[src/rtl/ramcard_pkg.sv]
package ramcard_pkg;

  typedef enum logic [1:0] {
    WR_OFF  = 2'd0,
    WR_HALF = 2'd1,
    WR_ON   = 2'd2
  } wr_arm_e;

  typedef enum logic [1:0] {
    ACT_RAM_NOWR = 2'd0,
    ACT_ROM_ARM  = 2'd1,
    ACT_ROM_NOWR = 2'd2,
    ACT_RAM_ARM  = 2'd3
  } sw_act_e;

endpackage

[src/rtl/ramcard_sw_decode.sv]
module ramcard_sw_decode
  import ramcard_pkg::*;
#(
  parameter int SW_AW = 4
) (
  input  logic             clk,
  input  logic             rst_n,
  input  logic             bus_valid,
  input  logic             card_sel,
  input  logic [SW_AW-1:0] sw_addr,
  output logic             acc_start,
  output logic             sw_fire,
  output sw_act_e          sw_act,
  output logic             sw_bank
);

  logic valid_q;
  logic valid_d;

  always_comb begin
    valid_d = bus_valid;
  end

  always_ff @(posedge clk or negedge rst_n) begin
    if (!rst_n) valid_q <= 1'b0;
    else        valid_q <= valid_d;
  end

  // first cycle of an access only
  assign acc_start = bus_valid & ~valid_q;
  assign sw_fire   = acc_start & card_sel;
  assign sw_act    = sw_act_e'(sw_addr[1:0]);
  assign sw_bank   = sw_addr[3];

endmodule

[src/rtl/ramcard_state.sv]
module ramcard_state
  import ramcard_pkg::*;
(
  input  logic    clk,
  input  logic    rst_n,
  input  logic    sw_fire,
  input  sw_act_e sw_act,
  input  logic    sw_bank,
  output logic    rd_ram_q,
  output wr_arm_e wr_arm_q,
  output logic    bank_q
);

  logic    rd_ram_d;
  wr_arm_e wr_arm_d;
  logic    bank_d;
  wr_arm_e arm_step;

  always_comb begin
    unique case (wr_arm_q)
      WR_OFF:  arm_step = WR_HALF;
      WR_HALF: arm_step = WR_ON;
      default: arm_step = WR_ON;
    endcase
  end

  always_comb begin
    rd_ram_d = rd_ram_q;
    wr_arm_d = wr_arm_q;
    bank_d   = bank_q;
    if (sw_fire) begin
      bank_d = sw_bank;
      unique case (sw_act)
        ACT_RAM_NOWR: begin rd_ram_d = 1'b1; wr_arm_d = WR_OFF;   end
        ACT_ROM_ARM:  begin rd_ram_d = 1'b0; wr_arm_d = arm_step; end
        ACT_ROM_NOWR: begin rd_ram_d = 1'b0; wr_arm_d = WR_OFF;   end
        default:      begin rd_ram_d = 1'b1; wr_arm_d = arm_step; end
      endcase
    end
  end

  always_ff @(posedge clk or negedge rst_n) begin
    if (!rst_n) begin
      rd_ram_q <= 1'b0;
      wr_arm_q <= WR_ON;
      bank_q   <= 1'b1;
    end else if (sw_fire) begin
      rd_ram_q <= rd_ram_d;
      wr_arm_q <= wr_arm_d;
      bank_q   <= bank_d;
    end
  end

endmodule

[src/rtl/ramcard_map.sv]
module ramcard_map #(
  parameter int ADDR_W  = 16,
  parameter int BANK_AW = 12,
  parameter int RAM_AW  = BANK_AW + 2
) (
  input  logic              bus_valid,
  input  logic              bus_we,
  input  logic [ADDR_W-1:0] bus_addr,
  input  logic              rd_ram,
  input  logic              wr_on,
  input  logic              bank,
  output logic              rom_sel,
  output logic              ram_rd_en,
  output logic              ram_wr_en,
  output logic [RAM_AW-1:0] ram_addr
);

  localparam int PAGE_W = ADDR_W - BANK_AW;
  localparam logic [PAGE_W-1:0] PG_LAST = '1;
  localparam logic [PAGE_W-1:0] PG_BANK = PG_LAST - 2'd2;

  logic [PAGE_W-1:0] page;
  logic              in_bank;
  logic              in_shared;
  logic              in_win;

  assign page      = bus_addr[ADDR_W-1:BANK_AW];
  assign in_bank   = (page == PG_BANK);
  assign in_shared = (page >= PG_LAST - 1'b1);
  assign in_win    = bus_valid & (in_bank | in_shared);

  assign rom_sel   = in_win & ~bus_we & ~rd_ram;
  assign ram_rd_en = in_win & ~bus_we &  rd_ram;
  assign ram_wr_en = in_win &  bus_we &  wr_on;

  always_comb begin
    if (in_bank) ram_addr = {1'b0, bank, bus_addr[BANK_AW-1:0]};
    else         ram_addr = {1'b1, bus_addr[BANK_AW:0]};
  end

endmodule

[src/rtl/ramcard_ctrl.sv]
module ramcard_ctrl
  import ramcard_pkg::*;
#(
  parameter int ADDR_W  = 16,
  parameter int DATA_W  = 8,
  parameter int BANK_AW = 12,
  parameter int SW_AW   = 4,
  parameter int RAM_AW  = BANK_AW + 2
) (
  input  logic              clk,
  input  logic              rst_n,
  input  logic              bus_valid,
  input  logic              bus_we,
  input  logic [ADDR_W-1:0] bus_addr,
  input  logic              card_sel,
  output logic              rom_sel,
  output logic              ram_rd_en,
  output logic              ram_wr_en,
  output logic [RAM_AW-1:0] ram_addr,
  output logic              sw_hit,
  output logic [DATA_W-1:0] sw_rdata
);

  logic    acc_start;
  logic    sw_fire;
  sw_act_e sw_act;
  logic    sw_bank;
  logic    rd_ram_q;
  wr_arm_e wr_arm_q;
  logic    bank_q;

  ramcard_sw_decode #(.SW_AW(SW_AW)) u_dec (
    .clk       (clk),
    .rst_n     (rst_n),
    .bus_valid (bus_valid),
    .card_sel  (card_sel),
    .sw_addr   (bus_addr[SW_AW-1:0]),
    .acc_start (acc_start),
    .sw_fire   (sw_fire),
    .sw_act    (sw_act),
    .sw_bank   (sw_bank)
  );

  ramcard_state u_st (
    .clk      (clk),
    .rst_n    (rst_n),
    .sw_fire  (sw_fire),
    .sw_act   (sw_act),
    .sw_bank  (sw_bank),
    .rd_ram_q (rd_ram_q),
    .wr_arm_q (wr_arm_q),
    .bank_q   (bank_q)
  );

  ramcard_map #(.ADDR_W(ADDR_W), .BANK_AW(BANK_AW), .RAM_AW(RAM_AW)) u_map (
    .bus_valid (bus_valid),
    .bus_we    (bus_we),
    .bus_addr  (bus_addr),
    .rd_ram    (rd_ram_q),
    .wr_on     (wr_arm_q == WR_ON),
    .bank      (bank_q),
    .rom_sel   (rom_sel),
    .ram_rd_en (ram_rd_en),
    .ram_wr_en (ram_wr_en),
    .ram_addr  (ram_addr)
  );

  assign sw_hit   = bus_valid & card_sel & ~bus_we;
  assign sw_rdata = '0;

endmodule

[config.mk]
export PLATFORM = sky130hd
export DESIGN_NAME = ramcard_ctrl
export DESIGN_NICKNAME = d
export VERILOG_FILES = /design/src/rtl/ramcard_pkg.sv /design/src/rtl/ramcard_sw_decode.sv /design/src/rtl/ramcard_state.sv /design/src/rtl/ramcard_map.sv /design/src/rtl/ramcard_ctrl.sv
export SDC_FILE = /design/constraint.sdc
export NUM_CORES = 1
export LEC_CHECK = 0
export ABC_AREA = 1
export ABC_CLOCK_PERIOD_IN_PS = 1500
export CAP_MARGIN = 20
export CORE_MARGIN = 2
export CORE_UTILIZATION = 31
export DETAILED_ROUTE_END_ITERATION = 8
export PLACE_DENSITY = 0.84
export SLEW_MARGIN = 10
export SYNTH_ARGS = -nofsm -noshare
export SYNTH_HDL_FRONTEND = slang
export SYNTH_SLANG_ARGS = --single-unit
[constraint.sdc]
create_clock -name clk -period 1.5 [get_ports clk]
set_input_delay 0.3 -clock clk [delete_from_list [all_inputs] [get_ports clk]]
set_output_delay 0.3 -clock clk [all_outputs]
set_load 0.05 [all_outputs]
==> reports/qor.yml, run 1 <==
global_route:
  overflow: 0
  antenna_found_initial: 0
  grt_max_degree: 7
  grt_pass1_vias: 466
  grt_pass1_wl_um: 1720
  grt_usage_pct: 12.7
route:
  vias: 442
  drc_errors: 0
  drt_pass1_iterations: 1
  drt_wl_total_um: 996
  drt-initial-drc-count: 0
  postRouteAntennaNets: 0
  routedWlPerCell_um: 9.86
  viasPerCell: 4.38
timing:
  hold_violations: 0
  worst_clock_skew_ps: 2.75
  setup_viol_count_final: 0
  min_period_over_period_pct: 96.4
  holdWs_ps: 269
  fin_crit_ps: 1450
  maxSlewViolCount: 0
  fmax_ghz: 0.692
  worst_slack_ps: 54.0
  rsz0062_at_grt: "no"
  final.setup.tns_ps: 0
pwr:
  ir_drop_mv: 0.367
  powerDensity_mw_per_mm2: 756
  total_power_mw: 0.592
  p_leak_nw: 0.391
worst_setup_path:
  crit-reg2reg-launch: "u_dec.valid_q"
  slowest_stage: "dfstp_2"
  path_class: "reg -> out"
  cp-end-kind: "output pin"
  start_kind: "flop"
  slowest_delay_ps: 520
  crit_arrival_ps: 1150
  cp_max_fo: 2
  path_cells: "nor2_1, a21oi_2, buf_12"
  r2r-end: "u_st.wr_arm_q[0]"
  cp_data_required_time_ps: 1200
  reg2reg_depth: 4
  worst-r2r-setup-slack_ps: 580
floorplan:
  num_rows: 14
  die_h_um: 43.0
  coreArea_mm2: 0.00147
  dieWidth_um: 43.0
  dieArea_mm2: 0.00185
  ioPinCount: 47
  initial_core_util_pct: 32.1
synthesis:
  syn_avg_cell_area_um2: 7.04
  ys_seq_area_share_pct: 27.1
  ys_seq_elements: 5
  ys_types: 14
  syn_inst: 67
  synth_warnings: 0
  netlist_area_um2: 472
placed_design:
  numPlacedInstances: 97
  hpwl_um: 852
  post_dp_cell_area_um2: 717
  gp_congestion: 0.796
  pre_cts_ws_ps: -221
  io_buffers: 20
clock_tree:
  cts_hold_buf: 0
  cts.path.max_buffers: 2
  clk_latency_ps: 240
  cts.sinks: 5
  cts_root_buf: "clkbuf_4"
  htree_levels: 1
  clkTransAtPathRegs_ps: 40
  cts_tree: "built"
  cts_buffers: 3
cells_and_area:
  diodes: 0
  final_cell_area_um2: 783
  layout.cells.non_filler: 101
  fin_util_pct: 53.2
  area_growth_pct: 66.0
  drive_gt1_share_pct: 38.8
  final_net_count: 109
hold_path:
  hp-class: "in -> async"
outcome:
  status: "complete, no violations"
run:
  maxCapViolCount: 0
area by class of cell:
type | count | area, um^2
Clock buffer | 4 | 26.3
Fill cell | 150 | 688
Inverter | 9 | 33.8
Multi-Input combinational cell | 40 | 240
Sequential cell | 5 | 128
Tap cell | 16 | 20.0
Timing Repair Buffer | 27 | 335
synth_stat cells:
cell,number,area [um^2]
nand2_1,13,48.8
nor2_2,1,6.26
inv_1,9,33.8
buf_4,20,150
o21ai_1,2,10.0
nand3_1,2,10.0
nand3_2,1,10.0
dfstp_2,2,52.6
conb_1,1,3.75
a21oi_1,1,5.00
dfrtp_1,3,75.1
ha_1,2,25.0
nand3b_1,1,7.51
nor2_1,9,33.8
where the power goes:
part	internal [mW]	switching, mW	total (mW)
clock network	0.101	0.0565	0.157
registers	0.169	0.0227	0.191
logic	0.0969	0.147	0.244
total	0.366	0.226	0.592
critical path, delay by kind of cell (launching register included):
| kind | cells | cell delay, ps |
|---|---|---|
| AO/OA/AOI/OAI | 1 | 180 |
| buffers and inverters | 1 | 150 |
| flip-flops | 1 | 520 |
| AND/OR/NAND/NOR | 1 | 50 |
worst max path at each step:
stage	slack, ps	end	from
2_1_floorplan	10	ram_rd_en	bus_addr[15]
3_3_place_gp	-170	ram_rd_en	bus_addr[15]
3_5_place_dp	-220	rom_sel	bus_valid
4_1_cts	8	sw_hit	card_sel
5_1_grt	10	ram_addr[12]	u_st.bank_q
6_report	50	ram_addr[12]	u_st.bank_q
flip-flops by register name, indices dropped and copies added (netlist names):
name and cells:
u_dec.valid_q 1, u_st.bank_q 1, u_st.rd_ram_q 1, u_st.wr_arm_q 2
layer usage:
metal | global-route usage [%] | up-vias | part of all wire (%)
li1 | - | 209 | -
met3 | 4.26 | 8 | 12
met2 | 24.5 | 26 | 55
met5 | 0 | - | 0
met1 | 8.85 | 199 | 27
met4 | 12.1 | 0 | 5.4
cells by family (layout without fill, tap and decap cells):
group	count (synthesis)	in the layout	synth area share [%]
other cells	1	8	0.795
fa+ha+maj	2	2	5.30
buf+inv	29	40	39.0
compound gates	3	3	3.18
flops	5	5	27.1
simple gates	27	27	24.7
cells in the final DEF (no fill, tap or decap), types with 2 or more instances in the layout:
| cell type | n |
|---|---|
| buf_12 | 9 |
| buf_4 | 7 |
| clkbuf_4 | 3 |
| clkdlybuf4s50_1 | 5 |
| conb_1 | 8 |
| dfrtp_1 | 3 |
| dfstp_2 | 2 |
| dlygate4sd2_1 | 6 |
| ha_1 | 2 |
| inv_1 | 7 |
| inv_2 | 2 |
| nand2_1 | 10 |
| nand2_2 | 2 |
| nand3_1 | 2 |
| nor2_1 | 5 |
| nor2_4 | 4 |
| o21ai_1 | 2 |
what timing repair did:
action                     in CTS  in global routing
resized for setup              19                  1
setup endpoints to repair       6                  1
buffers inserted                0                  0
pin swaps                       6                  0
Note: power is estimated with default switching activity, not from simulation.
==> inputs of run 2 (changes only) <==
HOLD_SLACK_MARGIN = 0.12   (was unset)
==> results of run 2 <==
Same layout as run 1: the final DEF is identical, and so are final timing and power.
